### config.mk
export PLATFORM = sky130hd
export DESIGN_NAME = cmd_reg_access
export DESIGN_NICKNAME = d
export VERILOG_FILES = /design/src/rtl/cmd_reg_pkg.sv /design/src/rtl/cmd_byte_decode.sv /design/src/rtl/cfg_reg_bank.sv /design/src/rtl/result_read_port.sv /design/src/rtl/cmd_reg_access.sv
export SDC_FILE = /design/constraint.sdc
export NUM_CORES = 1
export LEC_CHECK = 0
export CORE_MARGIN = 2
export CORE_UTILIZATION = 49
export DETAILED_ROUTE_END_ITERATION = 10
export PLACE_DENSITY = 0.88
export SETUP_SLACK_MARGIN = 0.02
export SYNTH_ARGS = -nofsm -noshare
export SYNTH_HDL_FRONTEND = slang
export SYNTH_SLANG_ARGS = --single-unit
### constraint.sdc
create_clock -name clk -period 4.2 [get_ports clk]
set_clock_uncertainty 0.1 [all_clocks]
set_input_delay 0.63 -clock clk [delete_from_list [all_inputs] [get_ports clk]]
set_output_delay 0.63 -clock clk [all_outputs]
set_load 0.01 [all_outputs]
### src/rtl/cmd_reg_pkg.sv
// Shared constants and types for the command-byte register controller.
// Assumes an 8-bit bus byte and a 5-bit register address space.
package cmd_reg_pkg;

    localparam int BYTE_W = 8;
    localparam int ADDR_W = 5;

    // Transaction type carried in bits 6:5 of a command byte.
    typedef enum logic [1:0] {
        XT_FIXED   = 2'b00,
        XT_AUTO    = 2'b01,
        XT_RSVD    = 2'b10,
        XT_SPECIAL = 2'b11
    } xfer_type_e;

    // Decoded view of one write byte.
    typedef struct packed {
        logic             is_cmd;
        xfer_type_e       xtype;
        logic [ADDR_W-1:0] field;
    } cmd_fields_t;

    // Special-function codes.
    localparam logic [ADDR_W-1:0] SF_CLR_PROX  = 5'b00101;
    localparam logic [ADDR_W-1:0] SF_CLR_LIGHT = 5'b00110;
    localparam logic [ADDR_W-1:0] SF_CLR_BOTH  = 5'b00111;

    // Status byte bit positions.
    localparam int ST_PROX_INT  = 5;
    localparam int ST_LIGHT_INT = 4;
    localparam int ST_PROX_VAL  = 1;
    localparam int ST_LIGHT_VAL = 0;

    // Configuration indices with non-zero reset values.
    localparam int CFG_INTEG_IDX = 1;
    localparam int CFG_WAIT_IDX  = 3;

endpackage

### src/rtl/cmd_byte_decode.sv
// Splits a write byte into command fields and classifies it.
// Assumes the caller marks whether this is the first write of a transaction.
module cmd_byte_decode
    import cmd_reg_pkg::*;
(
    input  logic              wr_stb,
    input  logic              first_wr,
    input  logic [BYTE_W-1:0] wr_byte,
    output cmd_fields_t       fields,
    output logic              load_ptr,
    output logic              data_wr,
    output logic              pulse_prox,
    output logic              pulse_light
);

    // Classify the byte as pointer load, special function or data.
    always_comb begin
        fields.is_cmd = wr_stb && first_wr && wr_byte[BYTE_W-1];
        fields.xtype  = xfer_type_e'(wr_byte[6:5]);
        fields.field  = wr_byte[ADDR_W-1:0];

        load_ptr    = fields.is_cmd &&
                      (fields.xtype == XT_FIXED || fields.xtype == XT_AUTO);
        data_wr     = wr_stb && !fields.is_cmd;
        pulse_prox  = fields.is_cmd && (fields.xtype == XT_SPECIAL) &&
                      (fields.field == SF_CLR_PROX || fields.field == SF_CLR_BOTH);
        pulse_light = fields.is_cmd && (fields.xtype == XT_SPECIAL) &&
                      (fields.field == SF_CLR_LIGHT || fields.field == SF_CLR_BOTH);
    end

endmodule

### src/rtl/cfg_reg_bank.sv
// Writable configuration bytes at addresses 0..N_CFG-1, one address left
// unmapped. Assumes N_CFG is a power of two no larger than the address space.
module cfg_reg_bank
    import cmd_reg_pkg::*;
#(
    parameter int N_CFG    = 16,
    parameter int HOLE_IDX = 2
) (
    input  logic                    clk,
    input  logic                    rst_n,
    input  logic                    we,
    input  logic [ADDR_W-1:0]       addr,
    input  logic [BYTE_W-1:0]       wdata,
    output logic [BYTE_W-1:0]       rdata,
    output logic                    hit,
    output logic [N_CFG*BYTE_W-1:0] cfg_flat
);

    localparam int IDX_W = $clog2(N_CFG);
    localparam logic [ADDR_W-1:0] LIMIT = ADDR_W'(N_CFG);

    logic [BYTE_W-1:0] cfg_q [N_CFG];

    function automatic logic [BYTE_W-1:0] reset_value(int idx);
        return (idx == CFG_INTEG_IDX || idx == CFG_WAIT_IDX) ? 8'hFF : 8'h00;
    endfunction

    for (genvar i = 0; i < N_CFG; i++) begin : g_cfg
        localparam logic [ADDR_W-1:0] MY_ADDR = ADDR_W'(i);
        if (i == HOLE_IDX) begin : g_hole
            // Unmapped slot: constant zero.
            assign cfg_q[i] = '0;
        end else begin : g_byte
            // Hold one configuration byte; load it on a matching data write.
            always_ff @(posedge clk) begin
                if (!rst_n)
                    cfg_q[i] <= reset_value(i);
                else if (we && addr == MY_ADDR)
                    cfg_q[i] <= wdata;
            end
        end
        assign cfg_flat[i*BYTE_W +: BYTE_W] = cfg_q[i];
    end

    // Read side: select the addressed byte when it lies in the bank.
    always_comb begin
        hit   = addr < LIMIT;
        rdata = hit ? cfg_q[addr[IDX_W-1:0]] : '0;
    end

endmodule

### src/rtl/result_read_port.sv
// Read-only part of the map: identification, status and result pairs with
// high-byte shadows. Assumes results occupy 2*N_RES addresses from RES_BASE.
module result_read_port
    import cmd_reg_pkg::*;
#(
    parameter int               N_RES     = 5,
    parameter int               RES_BASE  = 'h14,
    parameter int               ID_ADDR   = 'h12,
    parameter int               STAT_ADDR = 'h13,
    parameter logic [BYTE_W-1:0] ID_VALUE = 8'h69
) (
    input  logic                clk,
    input  logic                rst_n,
    input  logic                rd_stb,
    input  logic [ADDR_W-1:0]   addr,
    input  logic [N_RES*16-1:0] res_words,
    input  logic                prox_int_flag,
    input  logic                light_int_flag,
    input  logic                prox_valid,
    input  logic                light_valid,
    output logic [BYTE_W-1:0]   rdata
);

    localparam logic [ADDR_W-1:0] A_ID   = ADDR_W'(ID_ADDR);
    localparam logic [ADDR_W-1:0] A_STAT = ADDR_W'(STAT_ADDR);

    logic [BYTE_W-1:0] shadow_q [N_RES];
    logic [BYTE_W-1:0] pair_data [N_RES];
    logic [N_RES-1:0]  pair_hit;
    logic [BYTE_W-1:0] status_byte;

    for (genvar k = 0; k < N_RES; k++) begin : g_pair
        localparam logic [ADDR_W-1:0] A_LO = ADDR_W'(RES_BASE + 2*k);
        localparam logic [ADDR_W-1:0] A_HI = ADDR_W'(RES_BASE + 2*k + 1);

        // Capture the high byte whenever the low byte is read.
        always_ff @(posedge clk) begin
            if (!rst_n)
                shadow_q[k] <= '0;
            else if (rd_stb && addr == A_LO)
                shadow_q[k] <= res_words[16*k+8 +: 8];
        end

        // Live low byte, shadowed high byte.
        always_comb begin
            pair_hit[k]  = (addr == A_LO) || (addr == A_HI);
            pair_data[k] = (addr == A_LO) ? res_words[16*k +: 8] : shadow_q[k];
        end
    end

    // Assemble the status byte from the live flags.
    always_comb begin
        status_byte               = '0;
        status_byte[ST_PROX_INT]  = prox_int_flag;
        status_byte[ST_LIGHT_INT] = light_int_flag;
        status_byte[ST_PROX_VAL]  = prox_valid;
        status_byte[ST_LIGHT_VAL] = light_valid;
    end

    // Select the byte for the addressed read-only location, zero elsewhere.
    always_comb begin
        rdata = '0;
        if (addr == A_ID)
            rdata = ID_VALUE;
        else if (addr == A_STAT)
            rdata = status_byte;
        for (int k = 0; k < N_RES; k++)
            if (pair_hit[k])
                rdata = pair_data[k];
    end

endmodule

### src/rtl/cmd_reg_access.sv
// Command-byte register access controller. Interprets the first write byte
// of each transaction, keeps the pointer and access mode across
// transactions, and serves data reads and writes on the register map.
// Assumes bus events are single-cycle pulses and at most one per cycle.
module cmd_reg_access
    import cmd_reg_pkg::*;
#(
    parameter int N_CFG = 16,
    parameter int N_RES = 5
) (
    input  logic                    clk,
    input  logic                    rst_n,
    input  logic                    bus_start,
    input  logic                    bus_wr,
    input  logic [7:0]              bus_wr_byte,
    input  logic                    bus_rd,
    input  logic                    bus_stop,
    output logic [7:0]              rd_byte,
    input  logic [N_RES*16-1:0]     res_words,
    input  logic                    prox_int_flag,
    input  logic                    light_int_flag,
    input  logic                    prox_valid,
    input  logic                    light_valid,
    output logic                    clr_prox_int,
    output logic                    clr_light_int,
    output logic [N_CFG*8-1:0]      cfg_bytes
);

    logic [ADDR_W-1:0] ptr_q;
    logic              auto_q;
    logic              first_q;
    cmd_fields_t       fields;
    logic              load_ptr, data_wr, pulse_prox, pulse_light;
    logic [BYTE_W-1:0] cfg_rdata, ro_rdata, mux_rdata;
    logic              cfg_hit;

    cmd_byte_decode u_decode (
        .wr_stb      (bus_wr),
        .first_wr    (first_q),
        .wr_byte     (bus_wr_byte),
        .fields      (fields),
        .load_ptr    (load_ptr),
        .data_wr     (data_wr),
        .pulse_prox  (pulse_prox),
        .pulse_light (pulse_light)
    );

    cfg_reg_bank #(.N_CFG(N_CFG)) u_cfg (
        .clk      (clk),
        .rst_n    (rst_n),
        .we       (data_wr),
        .addr     (ptr_q),
        .wdata    (bus_wr_byte),
        .rdata    (cfg_rdata),
        .hit      (cfg_hit),
        .cfg_flat (cfg_bytes)
    );

    result_read_port #(.N_RES(N_RES)) u_ro (
        .clk            (clk),
        .rst_n          (rst_n),
        .rd_stb         (bus_rd),
        .addr           (ptr_q),
        .res_words      (res_words),
        .prox_int_flag  (prox_int_flag),
        .light_int_flag (light_int_flag),
        .prox_valid     (prox_valid),
        .light_valid    (light_valid),
        .rdata          (ro_rdata)
    );

    // Pick the configuration bank or the read-only part by address.
    always_comb mux_rdata = cfg_hit ? cfg_rdata : ro_rdata;

    // Track whether the next write is the first of the transaction.
    always_ff @(posedge clk) begin
        if (!rst_n)
            first_q <= 1'b0;
        else if (bus_start)
            first_q <= 1'b1;
        else if (bus_wr || bus_rd || bus_stop)
            first_q <= 1'b0;
    end

    // Maintain pointer and mode: load on command, advance on data in auto mode.
    always_ff @(posedge clk) begin
        if (!rst_n) begin
            ptr_q  <= '0;
            auto_q <= 1'b0;
        end else if (load_ptr) begin
            ptr_q  <= fields.field;
            auto_q <= (fields.xtype == XT_AUTO);
        end else if ((data_wr || bus_rd) && auto_q) begin
            ptr_q  <= ptr_q + 1'b1;
        end
    end

    // Register the outgoing read byte on each read request.
    always_ff @(posedge clk) begin
        if (!rst_n)
            rd_byte <= '0;
        else if (bus_rd)
            rd_byte <= mux_rdata;
    end

    // Drive the special-function clear strobes for one cycle.
    always_ff @(posedge clk) begin
        if (!rst_n) begin
            clr_prox_int  <= 1'b0;
            clr_light_int <= 1'b0;
        end else begin
            clr_prox_int  <= pulse_prox;
            clr_light_int <= pulse_light;
        end
    end

endmodule

==> impl_results.md <==
* Synth Flop Type: dfxtp_1
* Cts hold-fix bufs at 0
* Met3 Track Usage GR at 0.0685
* RSZ-0062 raised after global routing: false
* CP Data Required Time at around 4.4 ns
* Worst-margin pin slew at between 1 and 1.5 ns
* # rows at between 40 and 50
* Routed Antenna Nets at 0
* Clock root buffer: clkbuf_16
* Core Util, Final at 0.659
* CP max-delay cell: dfxtp_2
* Number of flops mapped to enable cells by yosys at 40
* HP Start: rd_byte[0]
* Routability cong. at 0.928
* Busiest grt layer: met2
* Detailed-route wire length at roughly 30000 microns
* Seq/Total Area, Yosys at 0.440
* First DRT Iteration DRCs at ~1200
* Leading cell type by number of instances after synthesis: nand2_1
* Avg Cell Area, Syn at approximately 8.8 sq um
* Slew Limit Fails at 0
* CP max FO at 24
* Skew-Pair Late Insertion Delay at roughly 0.44 ns
* Crit. End Element: flop
* Die Y at 139 microns
* Number of buffers created by CTS at 17
* Cell chain of the critical path: inv_1 > ha_1 > o21ai_0 > o221ai_1 > a21oi_1 > a211oi_1 > o31ai_1
* Number of global-route vias before repair at around 8400
* # diodes at 0
* Path type of the worst setup path: reg2reg
* Type of origin of the critical path: flop
* Die ar. at a little under 0.02 sq mm
* Synth top area cells: dfxtp_1 (31%), edfxtp_1 (13%), a21boi_0 (8.5%), nand2_1 (8.0%), nand3_1 (6.8%)
* Core area at 0.0180 sq mm
* H-tree lvl count at 4
* Initial antenna violation count at 0
* Nets at 1293
* Worst reg2reg path startpoint: ptr_q[1]
* Hold Crit Class: reg2reg
* Met2 Usage GRT at 0.479
* Largest net degree at the start of global routing at roughly 80
* Post-synth top cells: nand2_1 (192), dfxtp_1 (137), nand3_1 (121)
* GRT Overall Usage at 0.307
* CP Launch Point: ptr_q[1]
* Initial DRT Pass Iterations at 5
* Final HPWL DP at 21500 microns
* Peak supply drop at slightly above 0.0003 V
* Slew headroom at 0.226
* Share of layout cells above drive strength 1 at 0.0740
* Worst-path clk slew at about 0.070 ns
* CP arrival at 3.50 ns
* Total power at around 3.7 mW
* CTS tree: done
* Synth cell types at 59
* Setup Fix Bufs, Post-CTS at 0
* Clk buf depth at 2
* Vias per cell at roughly 6.1
* First-pass GRT wire length at roughly 47000 microns
* Outcome: completed
* Setup TNS at 0 ns
* MaxCap Viol Count at 0
* Static leakage at 4.09 nW
* Synthesized area at about 0.009 sq mm
* Area Growth Syn to Fin at 32.0%
* Cell Pwr Density at between 300 and 400 mW/mm^2
* Routed len/inst at roughly 21 microns
* CTS sink count at 177
* F_max at ~310 MHz
* Register-to-Register Path Depth at 7
* Met1 Use GR at 0.407
* CP max stage delay at 0.72 ns
* Hold path depth at 1
* Final period utilization at 0.775
* Tmin final at roughly 3.3 ns
* Yosys top cell by area: dfxtp_1
* Grt ovf at 0
* Post-synthesis instance total at 1014
* # setup viols final at 0
* YS warnings at 0
* Die W at 139 microns
* Initial Util at 0.499
* Yosys reg bits at between 150 and 200
* Vias at between 8000 and 9000
* Post-cts gate resize count at 0
* I/O Pins at 236
* Port Buf Inserts at roughly 230
* Share of the synthesized area in the top cell type at 0.306
* Final hold vios at 0
* DRC violations left at 0
* Synth async-reset ratio at 0
==> sequential cells by signal, indices dropped and copies added (netlist names) <==
name,cells
u_ro.shadow_q,40
first_q,1
u_cfg.cfg_flat,120
rd_byte,8
clr_light_int,1
ptr_q,5
clr_prox_int,1
auto_q,1
==> layer usage <==
metal | vias to the layer above | wire length [microns]
li1 | 3942 | -
met4 | 0 | 1210
met3 | 78 | 3100
met2 | 564 | 14000
met5 | - | 0
met1 | 4180 | 12100
==> worst paths after layout <==
path                endpoint  slack, ns
setup / recovery  rd_byte[4]       0.95
setup reg to reg  rd_byte[4]       0.95
hold / removal    rd_byte[0]       0.37
hold reg to reg   rd_byte[0]       0.37
==> logic make-up (layout without fill, tap and decap cells) <==
kind of cell,count (synthesis),after routing,share of synthesized area
AOI/OAI and AO/OA,246,246,0.190
xor gates and xnor gates,3,3,0.00293
adders and majority gates,5,5,0.00698
buffers and inverters,106,288,0.0544
DFF,177,177,0.440
muxes,49,49,0.0811
other,1,8,0.000418
and+or+nand+nor,427,427,0.224
==> cell usage in the layout, fill, tap and decap left out, types with 17 or more instances in the layout <==
| cell type | count |
|---|---|
| and2_1 | 46 |
| nand2_1 | 192 |
| clkbuf_16 | 17 |
| o21ai_0 | 40 |
| mux4_2 | 18 |
| clkdlybuf4s50_1 | 226 |
| dfxtp_1 | 136 |
| a21boi_0 | 102 |
| a21oi_1 | 36 |
| edfxtp_1 | 40 |
| nor2_1 | 25 |
| mux2i_1 | 22 |
| buf_4 | 22 |
| nand3_1 | 121 |
==> layout make-up <==
cell class	instances	area [sq um]
fill	1429	6120
multi-input combinational	738	4560
sequential	177	3950
timing repair buffer	248	2430
clock buffer	17	425
tap	229	287
clock inverter	15	160
inverter	8	30.0
==> worst max-delay path, delay by kind of cell, from the launching register on <==
family          cells  cell delay, ns
buf+inv             1            0.18
compound gates      5            1.63
flops               1            0.72
fa+ha+maj           1            0.53
==> stage by stage <==
step | area, sq um | hold WS (ns) | worst slack, ns | std cells
4_1_cts | 11800 | 0.372 | 1.09 | 1432
2_1_floorplan | 8990 | 0.387 | 1.26 | 1021
3_3_place_gp | 11300 | 0.348 | 1.13 | 1400
5_1_grt | 11800 | 0.378 | 0.840 | 1432
6_report | 11800 | 0.369 | 0.947 | 1432
3_5_place_dp | 11300 | 0.356 | 0.999 | 1400
==> power by group <==
part           switching, mW  total, mW  internal, mW
Combinational          0.178      0.346         0.168
Sequential            0.0255       1.79          1.76
Clock                  0.776       1.57         0.798
Total                  0.980       3.71          2.73
No activity file was read; power rests on OpenSTA's default activity.
